==> src/rtl/pic_pkg.sv <==
package pic_pkg;

  typedef enum logic [2:0] {
    M_TERM     = 3'd0,
    M_ONESHOT  = 3'd1,
    M_RATE     = 3'd2,
    M_SQUARE   = 3'd3,
    M_SWSTROBE = 3'd4,
    M_HWSTROBE = 3'd5
  } pic_mode_e;

  // Subtract 0..2 from one decimal digit; returns {borrow, digit}.
  function automatic logic [4:0] bcd_digit_sub(input logic [3:0] d, input logic [1:0] b);
    logic [3:0] diff;
    diff = d - {2'b00, b};
    if (d < {2'b00, b}) return {1'b1, diff + 4'd10};
    return {1'b0, diff};
  endfunction

  // Binary step of 1 or 2 with wrap.
  function automatic logic [16:0] bin_sub_step(input logic [15:0] v, input logic two);
    logic [16:0] r;
    r = {1'b0, v} - (two ? 17'd2 : 17'd1);
    return r;
  endfunction

endpackage

==> src/rtl/pic_mode_decode.sv <==
module pic_mode_decode
  import pic_pkg::*;
(
  input  logic [2:0] code,
  output pic_mode_e  mode
);
  always_comb begin
    if (code[1]) mode = code[0] ? M_SQUARE : M_RATE;
    else         mode = pic_mode_e'(code);
  end
endmodule

==> src/rtl/pic_gate_edge.sv <==
module pic_gate_edge (
  input  logic clk,
  input  logic rst_n,
  input  logic gate,
  input  logic consume,
  output logic trig
);
  logic gate_q;
  logic pend_q;
  logic rise;

  assign rise = gate & ~gate_q;
  assign trig = pend_q | rise;

  always_ff @(posedge clk) begin
    if (!rst_n) begin
      gate_q <= 1'b0;
      pend_q <= 1'b0;
    end else begin
      gate_q <= gate;
      if (consume)   pend_q <= 1'b0;
      else if (rise) pend_q <= 1'b1;
    end
  end
endmodule

==> src/rtl/pic_decrement.sv <==
module pic_decrement
  import pic_pkg::*;
#(
  parameter int WIDTH = 16
) (
  input  logic [WIDTH-1:0] value,
  input  logic             bcd,
  input  logic             step2,
  output logic [WIDTH-1:0] result,
  output logic             wraps
);
  localparam int DIGITS = WIDTH / 4;

  logic [WIDTH-1:0] bin_res;
  logic             bin_wrap;
  logic [WIDTH-1:0] bcd_res;
  logic [DIGITS:0]  brw;

  always_comb begin
    logic [WIDTH:0] t;
    t = {1'b0, value} - (step2 ? (WIDTH+1)'(2) : (WIDTH+1)'(1));
    bin_res  = t[WIDTH-1:0];
    bin_wrap = t[WIDTH];
  end

  assign brw[0] = 1'b0;

  for (genvar g = 0; g < DIGITS; g++) begin : g_dig
    logic [1:0] sub;
    logic [4:0] r;
    if (g == 0) begin : g_lsd
      assign sub = step2 ? 2'd2 : 2'd1;
    end else begin : g_upper
      assign sub = {1'b0, brw[g]};
    end
    assign r = bcd_digit_sub(value[4*g +: 4], sub);
    assign bcd_res[4*g +: 4] = r[3:0];
    assign brw[g+1] = r[4];
  end

  assign result = bcd ? bcd_res : bin_res;
  assign wraps  = bcd ? brw[DIGITS] : bin_wrap;
endmodule

==> src/rtl/pic_channel.sv <==
module pic_channel
  import pic_pkg::*;
#(
  parameter int WIDTH = 16
) (
  input  logic             clk,
  input  logic             rst_n,
  input  logic             cnt_tick,
  input  logic             ctrl_wr,
  input  logic [2:0]       ctrl_mode,
  input  logic             ctrl_bcd,
  input  logic             count_wr,
  input  logic [WIDTH-1:0] count_val,
  input  logic             gate,
  output logic             out_level,
  output logic [WIDTH-1:0] count_now,
  output logic             null_count
);
  localparam logic [WIDTH-1:0] ONE  = WIDTH'(1);
  localparam logic [WIDTH-1:0] TWO  = WIDTH'(2);
  localparam logic [WIDTH-1:0] ZERO = '0;

  pic_mode_e        dec_mode;
  pic_mode_e        mode_q;
  logic             bcd_q;
  logic [WIDTH-1:0] init_q;
  logic [WIDTH-1:0] ce_q;
  logic             out_q;
  logic             null_q;
  logic             ctrl_ok;
  logic             count_ok;
  logic             running;
  logic             extra_q;
  logic             done_q;

  logic             armed;
  logic             tick_en;
  logic             trig;
  logic             step2;
  logic [WIDTH-1:0] dec_next;
  logic             ev_wrap;
  logic             ev_load;
  logic             next_zero;
  logic             next_one;
  logic             ce_is_one;
  logic             ce_is_two;
  logic [WIDTH-1:0] init_even;

  assign armed     = ctrl_ok & count_ok;
  assign tick_en   = cnt_tick & armed & ~ctrl_wr;
  assign step2     = (mode_q == M_SQUARE);
  assign next_zero = (dec_next == ZERO);
  assign next_one  = (dec_next == ONE);
  assign ce_is_one = (ce_q == ONE);
  assign ce_is_two = (ce_q == TWO);
  assign init_even = {init_q[WIDTH-1:1], 1'b0};

  pic_mode_decode u_mode (.code(ctrl_mode), .mode(dec_mode));

  pic_gate_edge u_gate (
    .clk(clk), .rst_n(rst_n), .gate(gate), .consume(tick_en), .trig(trig)
  );

  pic_decrement #(.WIDTH(WIDTH)) u_decr (
    .value(ce_q), .bcd(bcd_q), .step2(step2), .result(dec_next), .wraps(ev_wrap)
  );

  // Load event: initial count moves into the counting element on this tick.
  always_comb begin
    logic cond;
    case (mode_q)
      M_TERM, M_SWSTROBE:    cond = !running;
      M_ONESHOT, M_HWSTROBE: cond = trig;
      M_RATE:                cond = !running || trig || (gate && ce_is_one);
      M_SQUARE:              cond = !running || trig || (gate && !extra_q && ce_is_two);
      default:               cond = 1'b0;
    endcase
    ev_load = tick_en & cond;
  end

  always_ff @(posedge clk) begin
    if (!rst_n) begin
      mode_q   <= M_TERM;
      bcd_q    <= 1'b0;
      init_q   <= '0;
      ce_q     <= '0;
      out_q    <= 1'b0;
      null_q   <= 1'b0;
      ctrl_ok  <= 1'b0;
      count_ok <= 1'b0;
      running  <= 1'b0;
      extra_q  <= 1'b0;
      done_q   <= 1'b1;
    end else if (ctrl_wr) begin
      mode_q   <= dec_mode;
      bcd_q    <= ctrl_bcd;
      ctrl_ok  <= 1'b1;
      count_ok <= 1'b0;
      running  <= 1'b0;
      extra_q  <= 1'b0;
      done_q   <= 1'b1;
      out_q    <= (dec_mode != M_TERM);
    end else begin
      if (ev_load) null_q <= 1'b0;
      if (tick_en) begin
        case (mode_q)
          M_TERM: begin
            if (!running) begin
              ce_q    <= init_q;
              running <= 1'b1;
            end else if (gate) begin
              ce_q <= dec_next;
              if (next_zero) out_q <= 1'b1;
            end
          end
          M_SWSTROBE: begin
            if (!running) begin
              ce_q    <= init_q;
              running <= 1'b1;
              out_q   <= 1'b1;
              done_q  <= 1'b0;
            end else begin
              if (gate) ce_q <= dec_next;
              if (!out_q) out_q <= 1'b1;
              else if (gate && next_zero && !done_q) begin
                out_q  <= 1'b0;
                done_q <= 1'b1;
              end
            end
          end
          M_ONESHOT: begin
            if (trig) begin
              ce_q    <= init_q;
              out_q   <= 1'b0;
              running <= 1'b1;
            end else begin
              ce_q <= dec_next;
              if (next_zero) out_q <= 1'b1;
            end
          end
          M_HWSTROBE: begin
            if (trig) begin
              ce_q    <= init_q;
              out_q   <= 1'b1;
              done_q  <= 1'b0;
              running <= 1'b1;
            end else begin
              ce_q <= dec_next;
              if (!out_q) out_q <= 1'b1;
              else if (next_zero && !done_q) begin
                out_q  <= 1'b0;
                done_q <= 1'b1;
              end
            end
          end
          M_RATE: begin
            if (!running || trig) begin
              ce_q    <= init_q;
              out_q   <= 1'b1;
              running <= 1'b1;
            end else if (!gate) begin
              out_q <= 1'b1;
            end else if (ce_is_one) begin
              ce_q  <= init_q;
              out_q <= 1'b1;
            end else begin
              ce_q <= dec_next;
              if (next_one) out_q <= 1'b0;
            end
          end
          M_SQUARE: begin
            if (!running || trig) begin
              ce_q    <= init_even;
              extra_q <= init_q[0];
              out_q   <= 1'b1;
              running <= 1'b1;
            end else if (!gate) begin
              out_q <= 1'b1;
            end else if (extra_q) begin
              extra_q <= 1'b0;
            end else if (ce_is_two) begin
              out_q   <= ~out_q;
              ce_q    <= init_even;
              extra_q <= init_q[0] & ~out_q;
            end else begin
              ce_q <= dec_next;
            end
          end
          default: ;
        endcase
      end
      // A count write overrides the tick results of the same cycle.
      if (count_wr) begin
        init_q   <= count_val;
        count_ok <= 1'b1;
        null_q   <= 1'b1;
        if (mode_q == M_TERM || mode_q == M_SWSTROBE) running <= 1'b0;
        if (mode_q == M_TERM) out_q <= 1'b0;
      end
    end
  end

  assign out_level  = out_q;
  assign count_now  = ce_q;
  assign null_count = null_q;
endmodule

==> config.mk <==
export PLATFORM = sky130hd
export DESIGN_NAME = pic_channel
export DESIGN_NICKNAME = d
export VERILOG_FILES = /design/src/rtl/pic_pkg.sv /design/src/rtl/pic_mode_decode.sv /design/src/rtl/pic_gate_edge.sv /design/src/rtl/pic_decrement.sv /design/src/rtl/pic_channel.sv
export SDC_FILE = /design/constraint.sdc
export NUM_CORES = 1
export LEC_CHECK = 0
export ABC_AREA = 1
export BUFFER_PORTS_ARGS = -buffer_cell sky130_fd_sc_hd__buf_2
export CAP_MARGIN = 10
export CORE_ASPECT_RATIO = 1.5
export CORE_MARGIN = 2
export CORE_UTILIZATION = 50
export DETAILED_ROUTE_END_ITERATION = 12
export PLACE_DENSITY = 0.7
export SETUP_SLACK_MARGIN = 0.02
export SLEW_MARGIN = 10
export SYNTH_ARGS = -nofsm -noshare
export SYNTH_HDL_FRONTEND = slang
export SYNTH_SLANG_ARGS = --single-unit
==> constraint.sdc <==
create_clock -name clk -period 6.1 [get_ports clk]
set_clock_uncertainty 0.2 [all_clocks]
set_input_delay 0.305 -clock clk [delete_from_list [all_inputs] [get_ports clk]]
set_output_delay 0.305 -clock clk [all_outputs]
set_load 0.02 [all_outputs]
**Yosys cells after proc, flatten, opt, wreduce, memory -nomap -nowiden**

Index checks and enable logic that the tools add are counted.

- Bits in latches: 0
- Logic and storage cells: 154
- Input bits: 26
- Memories: 0
- Bits in read-only memories: 0
- Bits in writable memories: 0
- Output and inout bits: 18
- Flip-flop bits (word level): 45

- $mul: 0
- Eq/ne operators: 16
- Muxes and demuxes: 71
- Add/sub/neg operators: 9
- Magnitude comparators: 4
- Bitwise logic cells: 11
- Div/mod/pow operators: 0
- Shift operators: 0
- Reduce and logical (&&, ||, !) cells: 30

Operator list:

| kind | number |
|---|---|
| 2-to-1 mux 16 bit | 11 |
| case mux 16 bit (4 select lines) | 1 |
| 2-to-1 mux 1 bit | 44 |
| == test 16 x 1 -> 1 bit, second input constant | 2 |
| 2-to-1 mux 5 bit | 6 |
| inequality test 3 bit, second input constant | 8 |
| adder 4 bit, second input constant | 4 |
| == test 16 x 2 -> 1 bit, second input constant | 1 |
| zero test 16 bit | 1 |
| subtractor 16 bit | 1 |
| < comparator 4 x 1 -> 1 bit | 3 |
| subtractor 4 x 1 -> 4 bit | 3 |
| OR reduction 2 bit | 5 |
| 2-to-1 mux 4 bit | 2 |
| AND reduction 7 bit | 1 |
| AND 1 bit | 6 |
| == test 3 x 2 -> 1 bit, second input constant | 2 |
| == test 3 bit, second input constant | 2 |
| logical AND 1 bit | 6 |
| case mux 1 bit (6 select lines) | 1 |
| AND reduction 6 bit | 1 |
| nonzero test 2 bit | 3 |
| logical OR 1 bit | 4 |
| < comparator 4 x 2 -> 1 bit | 1 |
| 15 further kinds | 22 |

**Longest topological paths before layout**

- Word-level depth: 30
- Depth in mapped cells: 41
- Depth with buffers taken out: 41

**Cells and area by module**

A second synthesis with hierarchy kept.

- Cell total of the unflattened synthesis: 718
- Area total of the unflattened synthesis: 4191.5 um2

Modules (own cells, without submodules):

| module | instances | seq. area each (um2) | area an instance (um2) | cells an instance |
|---|---|---|---|---|
| pic_channel | 1 | 860.8 | 3007.9 | 499 |
| pic_decrement | 1 | 0.0 | 1079.8 | 204 |
| pic_gate_edge | 1 | 40.0 | 78.8 | 11 |
| pic_mode_decode | 1 | 0.0 | 25.0 | 4 |

**Worst setup path before layout**

Ideal clock, no wire load.

- Path kind: register -> register
- Start: register mode_q[1]
- End: register done_q
- Period minus slack after synthesis: 4.885 ns
- Setup time: 0.125 ns
- Data arrival time: 4.560 ns
- Slack: 1.215 ns
- Cell stages (with the launch flop): 39
- Required time: 5.775 ns
- Path buffers: 0
- Path through: dfxtp_1 -> inv_1 -> nor2_1 -> inv_1 -> nor2_4 -> inv_1 -> ha_1 -> inv_1 -> fa_1 -> nor2_2 -> nand2_4 -> inv_4 -> ha_1 -> ha_1 -> nand2_2 -> inv_2 -> ha_1 -> ha_1 -> [... 3 more ...] -> ha_1 -> nand2_1 -> nand2_1 -> ha_1 -> o21ai_0 -> nand3_1 -> nand3_1 -> nand2_1 -> inv_2 -> nand2_2 -> nor2_4 -> nand3_2 -> nor2_1 -> nand2_1 -> a21oi_2 -> nand2_1 -> nand2_1 -> nand3_1

- Longest elaborated chain between the ends: 21
- Elaborated cells on any way between the ends: 42

RTL lines:

| what | RTL line | source |
|---|---|---|
| from (decl) | pic_channel.sv:24 | `pic_mode_e mode_q;` |
| from (signal assigned) | pic_channel.sv:95 | `mode_q <= dec_mode;` |
| == test 3 x 2 -> 1 bit | pic_channel.sv:51 | `assign step2 = (mode_q == M_SQUARE);` |
| 2-to-1 mux 2 bit | pic_decrement.sv:21, pic_decrement.sv:32 |  |
| < comparator 4 x 2 -> 1 bit | pic_pkg.sv:16 | `if (d < {2'b00, b}) return {1'b1, diff + 4'd10};` |
| 2-to-1 mux 1 bit | pic_pkg.sv:16 |  |
| 2-to-1 mux 5 bit | pic_pkg.sv:17 | `return {1'b0, diff};` |
| < comparator 4 x 1 -> 1 bit | pic_pkg.sv:16 |  |
| 2-to-1 mux 1 bit | pic_pkg.sv:16 |  |
| 2-to-1 mux 5 bit | pic_pkg.sv:17 |  |
| [... 4 more ...] | n/a |  |
| adder 4 bit | pic_pkg.sv:16 |  |
| 2-to-1 mux 4 bit | pic_pkg.sv:16 |  |
| 2-to-1 mux 4 bit | pic_pkg.sv:17 |  |
| 2-to-1 mux 16 bit | pic_decrement.sv:41 | `assign result = bcd ? bcd_res : bin_res;` |
| zero test 16 bit | pic_channel.sv:52 | `assign next_zero = (dec_next == ZERO);` |
| logical AND 1 bit (2 in a row) | pic_channel.sv:125 | `else if (gate && next_zero && !done_q) begin` |
| inequality test 3 bit (no source line) | n/a |  |
| AND reduction 6 bit (no source line) | n/a |  |
| to (signal assigned) | pic_channel.sv:121 | `done_q <= 1'b0;` |
| to (signal assigned) | pic_channel.sv:127 | `done_q <= 1'b1;` |
| to (signal assigned) | pic_channel.sv:145 | `done_q <= 1'b0;` |
| to (decl) | pic_channel.sv:34 | `logic done_q;` |

Several ways; a longest one is shown, not always the timed one. The select of a mux whose other input is x is not followed.
A chain may end at the register's enable or synchronous reset.

**Worst setup path after layout**

Same ends and word-level chain as after synthesis.

==> flow_summary.toml <==
[status]
status = "finished clean"

[cells_and_area]
final_cell_mix = "nand2_1, inv_1, o21ai_0"
fillers = 726
mostFrequentLayoutCell = "nand2_1"
nets = 641
drive_gt1_share_pct = 18.08
diodes = 0
syn_to_final_growth_pct = 10.81

[synthesis]
synth_seq_cells = 45
synth_area_per_cell_um2 = 6.393
syn-num-nets = 604
synthDistinctLibCells = 44
yosys_warnings = 0
syn_inst = 565
yosysSeqAreaShare_pct = 24.94
synth_area_um2 = 3612

[pwr]
pwr-share-seq_pct = 42.1
vdd_drop_max_uv = 137.6
pwr_density_cell_nw_per_um2 = 188.2
p_switching_w = 0.0002500
switching_share_pct = 33.18
power.share.clock_pct = 32.6
p_leak_nw = 1.851
combPwrFrac_pct = 25.3
p_int_w = 0.0005035

[worst_setup_path]
cp_data_required_time_ns = 6.09
worst_setup_path_end_kind = "register"
cpMaxStageDelayCell = "fa_1"
critPathKind = "register to register"
r2r_cells = 39
critical_path.startpoint_type = "register"
cp_max_fo = 7
cpPeakStageDelay_ns = 0.41
critPathArrivalTime_ns = 5.49
crit_path_frequent_cell = "ha_1"

[clocking]
root_buffer = "clkbuf_8"
htreeDepth = 2
post_cts_resized = 0
cts_made_buffers = 5
cts.reportedPaths.clkPinSlew_ns = 0.10
clk_path_buf_depth = 2
cts_tree = "yes"
clock_sinks = 45
clock_latency_ns = 0.32

[route]
wirelength_um = 10660
drtIter0Drc = 270
firstDrtPassIters = 6
drc_errors = 0
via_count = 3884
routedWlPerCell_um = 15.61
antenna_left = 0
via_per_inst = 5.687

[grt]
grt_overflow = 0
grt_usage_pct = 28.05
antenna_found_initial = 0
grt_max_degree = 31
grt_pass1_wl_um = 17120
grt_pass1_vias = 3621

[sta]
rsz0062_at_grt = "no"
hold_viol = 0
tightestPinTransition_ns = 1.194
fin_crit_sh_pct = 90.08
hold-worst-slack_ns = 0.008719
drv_slew = 0
setup_viol = 0
max_clock_freq_mhz = 182.0
tns_ns = 0
relSlewSlack_pct = 20.37
fin_crit_ns = 5.495

[run]
drv_cap = 0

[die]
row_count = 38
initial_core_util_pct = 50.65
ios = 44
die_height_um = 108.1
coreArea_um2 = 7132
die_w_um = 73.40
dieArea_um2 = 7935

[placement]
place.gp.congestion = 0.9226
portBuffers = 43
dp_hpwl_um = 8292

[min_path]
whs_path_depth = 3
hold_class = "input port to register"
-- per-layer routing --
layer	track usage [%]	vias to the layer above	part of all wire, %
met4	15.06	0	4.3
met3	4.194	30	4.6
met1	30.31	1791	39
li1	-	1954	-
met2	51.03	109	52
met5	0	-	0
-- logic make-up (layout without fill, tap and decap cells) --
logic type | Yosys count | in the layout | synth area share [%]
buf+inv | 106 | 144 | 11.67
flops | 45 | 45 | 24.94
simple gates | 243 | 243 | 32.14
fa+ha+maj | 13 | 13 | 4.711
compound gates | 152 | 152 | 24.87
xor+xnor | 6 | 6 | 1.663
-- stage by stage --
step	worst slack [ns]	area [µm²]	power, W	cells	util [%]
after floorplan	1.215	3612	0.0004610	565	-
after global placement	0.9110	3842	0.0005066	671	53.88
after detailed placement	0.6496	3842	0.0005106	671	53.88
after CTS	0.6267	4003	0.0007557	683	56.12
after global routing	0.05497	4003	0.0007922	683	56.12
final	0.6051	4003	0.0007535	683	56.12
-- Yosys cell counts --
| cell type | instances | share of area (%) |
|---|---|---|
| nand2_1 | 105 | 11 |
| inv_1 | 77 | 8.0 |
| o21ai_0 | 62 | 8.6 |
| nor2_1 | 51 | 5.3 |
| a21oi_1 | 45 | 6.2 |
| dfxtp_1 | 45 | 25 |
| nand3_1 | 34 | 4.7 |
| nand2_2 | 15 | 2.6 |
| ha_1 | 12 | 4.2 |
| clkbuf_1 | 10 | 1.0 |
| inv_2 | 10 | 1.0 |
| nor2_2 | 10 | 1.7 |
| nor2_4 | 9 | 2.8 |
| a211oi_1 | 8 | 1.7 |
| nor3_1 | 6 | 0.83 |
| a41oi_1 | 5 | 1.2 |
| o211ai_1 | 5 | 1.0 |
| o22ai_1 | 5 | 0.87 |
| buf_2 | 4 | 0.55 |
| nand2_4 | 4 | 1.2 |
| nand3_2 | 4 | 1.1 |
| nand4_1 | 4 | 0.69 |
| o21ai_1 | 4 | 0.55 |
| xor2_1 | 4 | 0.97 |
| a31oi_1 | 3 | 0.52 |
| o2111ai_1 | 3 | 0.73 |
| o31ai_1 | 3 | 0.62 |
| a22oi_1 | 2 | 0.42 |
| a2111o_1 | 1 | 0.31 |
| a2111oi_4 | 1 | 0.76 |
| a21oi_2 | 1 | 0.24 |
| buf_4 | 1 | 0.21 |
| buf_6 | 1 | 0.31 |
| clkinv_1 | 1 | 0.10 |
| dlygate4sd1_1 | 1 | 0.24 |
| fa_1 | 1 | 0.55 |
| inv_4 | 1 | 0.17 |
| nand3b_1 | 1 | 0.21 |
| o21ai_2 | 1 | 0.24 |
| o21bai_1 | 1 | 0.21 |
| o221ai_1 | 1 | 0.24 |
| o221ai_2 | 1 | 0.42 |
| xnor2_1 | 1 | 0.24 |
| xor2_2 | 1 | 0.45 |
-- final timing paths --
check / start / end / slack [ns]
max: mode_q[1] / done_q / 0.61
max reg2reg: mode_q[1] / done_q / 0.61
min reg2reg: null_count / null_count / 0.26
min: count_val[1] / init_q[1] / 0.009
-- final cells by class --
cell class | instances | area [µm²] | share of cell area, %
flip-flops and latches | 45 | 900.9 | 22.51
clock inverters | 2 | 37.54 | 0.9378
multi-input cells | 414 | 2290 | 57.21
inverters | 89 | 336.6 | 8.409
well taps | 80 | 100.1 | 2.501
repair buffers | 47 | 255.2 | 6.377
clock buffers | 6 | 82.58 | 2.063
-- repair_timing --
action / CTS / global route
buffers inserted: 0 / 0
endpoints found under the setup margin: 0 / 0
hold endpoints to repair: 4 / 0
hold buffers: 4 / 0
-- worst max-delay path, delay by kind of cell (launching register included) --
kind                       cells  cell delay [ns]
buffers and inverters          9             0.88
DFF                            1             0.33
AOI/OAI and AO/OA              2             0.34
and+or+nand+nor               19             1.64
adders and majority gates      9             1.97
-- flip-flops by register name, indices dropped and copies added (netlist names) --
register,cells
count_now,16
init_q,16
mode_q,3
bcd_q,1
count_ok,1
ctrl_ok,1
done_q,1
extra_q,1
null_count,1
out_level,1
running,1
u_gate.gate_q,1
u_gate.pend_q,1
-- power groups by stage --
stage / registers [W] / logic (W) / clock network (W)
detailed placement: 0.000324 / 0.000187 / 0
floorplan: 0.000323 / 0.000138 / 0
global route: 0.000319 / 0.000214 / 0.000260
CTS: 0.000317 / 0.000190 / 0.000249
global placement: 0.000324 / 0.000183 / 0
finish: 0.000317 / 0.000190 / 0.000246
Note: power is estimated with default switching activity, not from simulation.
